==> config.mk <==
export PLATFORM = sky130hd
export DESIGN_NAME = pixel_dither
export DESIGN_NICKNAME = d
export VERILOG_FILES = /design/src/rtl/pd_pkg.sv /design/src/rtl/pd_lfsr.sv /design/src/rtl/pd_acc_ram.sv /design/src/rtl/pixel_dither.sv
export SDC_FILE = /design/constraint.sdc
export NUM_CORES = 1
export LEC_CHECK = 0
export BUFFER_PORTS_ARGS = -buffer_cell sky130_fd_sc_hd__buf_4
export CAP_MARGIN = 20
export CORE_MARGIN = 4
export CORE_UTILIZATION = 50
export CTS_CLUSTER_DIAMETER = 200
export DETAILED_ROUTE_END_ITERATION = 12
export PLACE_DENSITY_LB_ADDON = 0.3
export SLEW_MARGIN = 20
export SYNTH_ARGS = -nofsm -noshare
export SYNTH_HDL_FRONTEND = slang
export SYNTH_SLANG_ARGS = --single-unit
==> constraint.sdc <==
create_clock -name clk -period 8.3 [get_ports clk]
set_input_delay 0.83 -clock clk [delete_from_list [all_inputs] [get_ports clk]]
set_output_delay 0.83 -clock clk [all_outputs]
set_load 0.01 [all_outputs]
==> src/rtl/pd_pkg.sv <==
package pd_pkg;
  localparam int unsigned LFSR_W = 16;
  localparam logic [LFSR_W-1:0] LFSR_SEED = 16'hACE1;

  // maximal-length polynomial x^16 + x^14 + x^13 + x^11 + 1
  function automatic logic [LFSR_W-1:0] lfsr_next(input logic [LFSR_W-1:0] s);
    return {s[LFSR_W-2:0], s[15] ^ s[13] ^ s[12] ^ s[10]};
  endfunction
endpackage

==> src/rtl/pd_lfsr.sv <==
module pd_lfsr
  import pd_pkg::*;
#(
  parameter logic [LFSR_W-1:0] SEED = LFSR_SEED
) (
  input  logic              clk,
  input  logic              rst,
  input  logic              adv,
  output logic [LFSR_W-1:0] state
);
  always_ff @(posedge clk) begin
    if (rst)      state <= SEED;
    else if (adv) state <= lfsr_next(state);
  end


  lfsr_alive_chk: assert property (@(posedge clk) disable iff (rst)
    state != '0);
endmodule

==> src/rtl/pd_acc_ram.sv <==
module pd_acc_ram #(
  parameter int DEPTH = 64,
  parameter int DW    = 8,
  parameter int AW    = (DEPTH > 1) ? $clog2(DEPTH) : 1
) (
  input  logic          clk,
  input  logic          we,
  input  logic [AW-1:0] waddr,
  input  logic [DW-1:0] wdata,
  input  logic [AW-1:0] raddr,
  output logic [DW-1:0] rdata
);
  logic [DW-1:0] mem [DEPTH];

  // read-first: a read and a write to one address in the same cycle returns the old word
  always_ff @(posedge clk) begin
    if (we) mem[waddr] <= wdata;
    rdata <= mem[raddr];
  end
endmodule

==> src/rtl/pixel_dither.sv <==
module pixel_dither
  import pd_pkg::*;
#(
  parameter int NPIX  = 64,
  parameter int LVL_W = 8,
  parameter int IDX_W = (NPIX > 1) ? $clog2(NPIX) : 1
) (
  input  logic             clk,
  input  logic             rst,
  input  logic             in_valid,
  input  logic             frame_start,
  input  logic [LVL_W-1:0] in_level,
  output logic             busy,
  output logic             out_valid,
  output logic [IDX_W-1:0] out_idx,
  output logic             out_lit
);
  localparam logic [IDX_W-1:0] LAST = IDX_W'(NPIX - 1);

  logic [IDX_W-1:0]  init_idx, last_idx, rd_idx;
  logic              accept;
  logic [LFSR_W-1:0] lfsr_q;

  // stage 1: level waits for the accumulator read
  logic              s1_valid;
  logic [IDX_W-1:0]  s1_idx;
  logic [LVL_W-1:0]  s1_lvl;
  logic [LVL_W-1:0]  ram_q, acc_cur;
  logic [LVL_W:0]    sum;

  // copy of the last write, for a back-to-back hit on one pixel
  logic              fwd_valid;
  logic [IDX_W-1:0]  fwd_idx;
  logic [LVL_W-1:0]  fwd_acc;

  logic              ram_we;
  logic [IDX_W-1:0]  ram_waddr;
  logic [LVL_W-1:0]  ram_wdata;

  assign accept = in_valid && !busy;
  assign rd_idx = frame_start ? '0 : ((last_idx == LAST) ? '0 : last_idx + 1'b1);

  pd_lfsr u_lfsr (
    .clk   (clk),
    .rst   (rst),
    .adv   (busy),
    .state (lfsr_q)
  );

  always_comb begin
    acc_cur = (fwd_valid && fwd_idx == s1_idx) ? fwd_acc : ram_q;
    sum     = {1'b0, acc_cur} + {1'b0, s1_lvl};
  end

  always_comb begin
    ram_we    = busy || s1_valid;
    ram_waddr = busy ? init_idx : s1_idx;
    ram_wdata = busy ? lfsr_q[LVL_W-1:0] : sum[LVL_W-1:0];
  end

  pd_acc_ram #(.DEPTH(NPIX), .DW(LVL_W), .AW(IDX_W)) u_ram (
    .clk   (clk),
    .we    (ram_we),
    .waddr (ram_waddr),
    .wdata (ram_wdata),
    .raddr (rd_idx),
    .rdata (ram_q)
  );

  always_ff @(posedge clk) begin
    if (rst) begin
      busy      <= 1'b1;
      init_idx  <= '0;
      last_idx  <= LAST;
      s1_valid  <= 1'b0;
      s1_idx    <= '0;
      s1_lvl    <= '0;
      fwd_valid <= 1'b0;
      fwd_idx   <= '0;
      fwd_acc   <= '0;
      out_valid <= 1'b0;
      out_idx   <= '0;
      out_lit   <= 1'b0;
    end else begin
      if (busy) begin
        init_idx <= init_idx + 1'b1;
        if (init_idx == LAST) busy <= 1'b0;
      end
      if (accept) last_idx <= rd_idx;
      s1_valid  <= accept;
      s1_idx    <= rd_idx;
      s1_lvl    <= in_level;
      fwd_valid <= s1_valid;
      fwd_idx   <= s1_idx;
      fwd_acc   <= sum[LVL_W-1:0];
      out_valid <= s1_valid;
      out_idx   <= s1_idx;
      out_lit   <= s1_valid && sum[LVL_W];
    end
  end


  busy_quiet_chk: assert property (@(posedge clk) disable iff (rst)
    busy |-> !out_valid);

  busy_once_chk: assert property (@(posedge clk) disable iff (rst)
    !busy |=> !busy);

  drop_busy_chk: assert property (@(posedge clk) disable iff (rst)
    (in_valid && busy) |=> ##1 !out_valid);

  latency_chk: assert property (@(posedge clk) disable iff (rst)
    accept |=> ##1 out_valid);

  start_idx_chk: assert property (@(posedge clk) disable iff (rst)
    (accept && frame_start) |=> ##1 (out_idx == '0));

  dark_chk: assert property (@(posedge clk) disable iff (rst)
    (accept && in_level == '0) |=> ##1 !out_lit);

  idx_range_chk: assert property (@(posedge clk) disable iff (rst)
    out_valid |-> (out_idx <= LAST));
endmodule

---- After elaboration in Yosys (flattened, before gate mapping) ----
Memories as Yosys holds them, arrays and structs flattened. A register that Yosys moved wholly into a read port is not among the register bits.
Index checks and enable logic that the tools add are counted.
operators by class
  magnitude comparators ................... 0
  reduce and logical (&&, ||, !) cells .... 5
  add/subtract/negate cells ............... 3
  eq/ne operators ......................... 3
  $mul .................................... 0
  bitwise gates (word level) .............. 3
  div/mod/pow operators ................... 0
  multiplexer cells ....................... 9
  shifts and indexed selects .............. 0
operator list
  cell                                                            count
  6-bit 2-to-1 mux                                                3
  8-bit 2-to-1 mux                                                2
  6-bit by 1-bit adder with 6-bit output (second input constant)  2
  6-bit equality test (second input constant)                     2
  8-bit by 8-bit adder with 9-bit output                          1
  6-bit equality test                                             1
  1-bit 2-to-1 mux                                                4
  1-bit logical AND                                               3
  1-bit bitwise XOR                                               3
  1-bit logical NOT                                               1
  1-bit logical OR                                                1
word-level totals
  bits in latches ......................... 0
  memories ................................ 1
  memory bits (writable) .................. 512
  register bits after elaboration ......... 60
  bits in read-only memories .............. 0
memories
  memory     words  bits a word  read ports  clocked after Yosys merged registers in  wr ports  RTL line          source
  u_ram.mem  64     8            1           1                                        1         pd_acc_ram.sv:13  logic [DW-1:0] mem [DEPTH];

---- Longest topological paths before layout ----
  word-level depth ........................ 5
  depth in mapped cells ................... 12
  mapped depth without buffers ............ 12

---- Hierarchy ----
A second synthesis with hierarchy kept.
second synthesis, totals
  cell total of the unflattened synthesis .. 1218
  area total of the unflattened synthesis .. 22928.2 µm²
modules (own cells, without submodules)
  module        sequential area each (µm²)  cells an instance  area each (µm²)  times used
  pd_acc_ram    15534.9                     940                20166.8          1
  pixel_dither  880.8                       223                2142.1           1
  pd_lfsr       320.3                       55                 619.3            1

---- Worst setup path after synthesis ----
Ideal clock, no wire load.
  kind .................................... register to register
  from .................................... register s1_idx[2]
  to ...................................... memory u_ram.mem[0][7] (data pin)
  setup slack ............................. 2.034 ns
  path buffers ............................ 1
  period minus slack after synthesis ...... 6.266 ns
  library setup time ...................... 0.702 ns
  data arrival time ....................... 5.564 ns
  stages on the path, launching flop included .. 13
  cells stage by stage .................... dfxtp_1 -> clkbuf_1 -> xor2_1 -> nor4_2 -> mux2_2 -> ha_1 -> a21o_1 -> a21oi_1 -> nor2b_1 -> o21a_1 -> o41ai_1 -> xor2_1 -> o21ai_0
on the way
  cells in the longest elaborated chain, start to end .. 5
ends and longest elaborated chain
  item                                    RTL line            source
  from (decl)                             pixel_dither.sv:26  logic [IDX_W-1:0] s1_idx;
  from (signal assigned)                  pixel_dither.sv:91  s1_idx <= rd_idx;
  6-bit equality test                     pixel_dither.sv:51  acc_cur = (fwd_valid && fwd_idx == s1_idx) ? fwd_acc : ram_q;
  1-bit logical AND                       pixel_dither.sv:51
  8-bit 2-to-1 mux                        pixel_dither.sv:51
  8-bit by 8-bit adder with 9-bit output  pixel_dither.sv:52  sum = {1'b0, acc_cur} + {1'b0, s1_lvl};
  8-bit 2-to-1 mux                        pixel_dither.sv:58  ram_wdata = busy ? lfsr_q[LVL_W-1:0] : sum[LVL_W-1:0];
  via ram_wdata[7]                        pixel_dither.sv:38  logic [LVL_W-1:0] ram_wdata;
  to (decl)                               pd_acc_ram.sv:13
The timed path passes the listed nets, and every way through them passes these cells.

---- Worst setup path in the final report ----
  from .................................... register last_idx[0]
  to ...................................... register u_ram.rdata[5] (read register of u_ram.mem)
on the way
  cells in the longest elaborated chain, start to end .. 3
  elaborated cells between the ends (all ways) .. 4
ends and longest elaborated chain
  item                                                                                  RTL line            source
  from (decl)                                                                           pixel_dither.sv:20  logic [IDX_W-1:0] init_idx, last_idx, rd_idx;
  from (signal assigned)                                                                pixel_dither.sv:89  if (accept) last_idx <= rd_idx;
  6-bit by 1-bit adder with 6-bit output / 6-bit equality test (equally long branches)  pixel_dither.sv:41  assign rd_idx = frame_start ? '0 : ((last_idx == LAST) ? '0 : last_idx + 1'b1);
  6-bit 2-to-1 mux * (2 in a row)                                                       pixel_dither.sv:41
  to (decl)                                                                             pd_acc_ram.sv:11    output logic [DW-1:0] rdata
Mark *: on every way between the ends. The rest lies on a longest branch, timed or not.
A chain may end at the register's enable or synchronous reset.

==> results.toml <==
[floorplanning]
initial_core_util_pct = 50.9
die_w_um = 223
dieArea_um2 = 49900
ioPinCount = 21
dieHeight_um = 223
core_region_area_um2 = 45600
row_count = 78

[clock_tree]
cts_buffers = 57
cts-root-buf = "clkbuf_16"
numClockSinks = 580
clk_pin_slew_ns = 0.07
post_cts_buffers = 0
hold_buffers = 0
cts.path.max_buffers = 3
ctsHtreeMaxLevel = 2
post_cts_resized = 0
cts_tree = "yes"
clkLatencyLatePin_ns = 0.62

[routing]
drt_iter0_drc = 1683
routed_via_density = 6.11
drcViolationCount = 0
routed_wl_um = 56600
firstDrtPassIters = 6
vias = 13600
routedWlPerCell_um = 25.4
ant_nets = 0

[synthesis]
yosys.area.top_type = "edfxtp_1"
syn_avg_cell_area_um2 = 14.8
netlist_top_cells_area = "edfxtp_1 (66%), dfxtp_1 (5.9%), mux2i_1 (4.7%)"
yosysWarnings = 0
synth_edf_count = 512
synth.distinct_cells = 66
synth_top_area_share_pct = 66.3
synthesis.area_um2 = 23200
synthArstFlopShare_pct = 0
synthCells = 1565
synthesis.nets = 1589
ys_ff_latch = 580
synth_ff_type = "edfxtp_1"
ys_seq_area_share_pct = 72.2

[placed_design]
place_inst = 2118
io_buffers = 20
gp_congestion = 0.914
hpwl_um = 33800

[cells_and_area]
diodes = 0
finalNetCount = 1601
multi_input_area_um2 = 6070
drive_gt1_share_pct = 11.9
areaGrowthSynthToFinish_pct = 11.1
register_area_um2 = 16700
fin_util_pct = 56.5
fillCellCount = 3472
final_cells = 2226

[worst_setup_path]
cp.required_ns = 8.78
crit_type = "reg2reg"
reg2reg_depth = 9
end_kind = "register"
cp-start-kind = "register"
crit_fanout = 123
arrival_ns = 4.92

[timing]
finalSetupViolations = 0
post-route-period-util_pct = 53.5
hold_viol = 0
min_period_ns = 4.44
skew_ns = 0.0201
finalHoldWorstSlack_ns = 0.446
fin_setup_tns_ns = 0
drv_slew = 0
max_freq_ghz = 0.225
worst_pin_slew_ns = 1.06
rsz0062_at_grt = "no"
maxSlewHeadroom_pct = 29.0

[outcome]
status = "finished clean"

[global_route]
grt_pass1_wl_um = 84400
grt_pass1_vias = 13200
grt_overflow = 0
antenna_found_initial = 1
grtUsageTotal_pct = 22.4
grt_max_degree = 124

[pwr]
leakage_nw = 9.02
irDropWorstVdd_mv = 0.199
power_mw = 6.02
p_per_area_nw_per_um2 = 234

[worst_hold_path]
hold_depth = 2
hold_path_class = "in2reg"

[run]
maxCapViolCount = 0
final cells by class:
type,count,share of cell area (%)
Clock buffer,79,6.10
Clock inverter,29,1.10
Inverter,7,0.102
Multi-Input combinational cell,889,23.6
Sequential cell,580,64.9
Tap cell,600,2.91
Timing Repair Buffer,42,1.27
through the flow:
step	setup WS (ns)	instance area [um2]
after global placement	4.00	23900
after detailed placement	3.91	23900
after floorplan	2.03	23200
final	3.86	25800
after CTS	3.88	25800
after global routing	3.57	25800
registers in the layout, indices dropped and copies added, names as in the netlist:
register      count
init_idx          6
s1_lvl            8
u_ram.rdata       8
u_ram.mem       512
fwd_idx           6
fwd_acc           8
s1_idx            6
busy              1
u_lfsr.state     16
fwd_valid         1
out_lit           1
s1_valid          1
last_idx          6
cells by family (layout without fill, tap and decap cells):
kind of cell	after synthesis	in the layout	share of synthesized area, %
fa+ha+maj	12	12	0.680
simple gates	450	450	8.61
compound gates	244	244	6.62
flops	580	580	72.2
buf+inv	96	157	2.15
mux	159	159	8.84
xor+xnor	24	24	0.939
where the power goes:
| part | internal, mW | switching, mW | leakage [nW] | total (mW) |
|---|---|---|---|---|
| Sequential | 3.23 | 0.0183 | 5.19 | 3.25 |
| Combinational | 0.0496 | 0.144 | 2.93 | 0.193 |
| Clock | 1.50 | 1.07 | 0.901 | 2.58 |
| Total | 4.78 | 1.24 | 9.02 | 6.02 |
Yosys cell counts, drive strengths merged (10+ instances only):
library cell / instances
a211o: 12
a21oi: 98
buf: 57
clkbuf: 32
dfxtp: 68
edfxtp: 512
ha: 11
mux2: 16
mux2i: 108
mux4: 35
nand2: 203
nand3: 33
nor2: 119
nor2b: 20
nor3: 13
nor4: 28
o21ai: 31
o22ai: 36
xnor2: 10
xor2: 14
worst max-delay path, cell delays in order (launching register included):
cell	delay [ns]
dfxtp_1	0.81
ha_1	0.42
nand2_2	0.17
o21ai_4	0.55
buf_12	0.48
mux4_2	0.60
a221oi_1	0.43
o221ai_1	0.19
a21oi_1	0.23
nor4_1	0.10
cells in the final DEF (no fill, tap or decap), types with 5 or more instances in the layout:
cell type,n
a211o_1,12
o21ai_4,8
o21ai_0,23
dfxtp_1,67
mux4_2,35
or4_1,5
a211oi_1,9
nor3_1,13
o31ai_1,6
nand2b_1,5
mux2i_1,108
xor2_1,14
a21o_1,5
mux2_2,16
nor2b_1,19
o32ai_1,7
clkbuf_1,18
edfxtp_1,512
nand3_1,32
o211ai_1,5
clkinv_2,7
o22ai_1,36
buf_4,41
nand2_1,202
clkbuf_16,59
ha_1,11
o221ai_1,7
a21oi_1,96
xnor2_1,9
bufinv_16,6
inv_1,7
nor4_1,27
clkinv_1,14
nor4b_1,5
nor2_1,117
layer usage:
layer / part of all wire, % / wire (um) / track usage, % / vias to the layer above
li1: - / - / - / 5994
met1: 41 / 23100 / 31.4 / 6793
met2: 46 / 26300 / 35.0 / 673
met3: 9.2 / 5200 / 4.62 / 131
met4: 3.6 / 2060 / 8.25 / 2
met5: 0.019 / 11 / 0 / -
path summary, 6_finish.rpt:
kind | startpoint | endpoint | slack [ns]
worst max-delay path | last_idx[0] | u_ram.rdata[5] | 3.86
worst min-delay path | in_level[2] | s1_lvl[2] | 0.45
worst max register to register | last_idx[0] | u_ram.rdata[5] | 3.86
worst min register to register | u_lfsr.state[11] | u_lfsr.state[11] | 0.47
No activity file was read; power rests on OpenSTA's default activity.
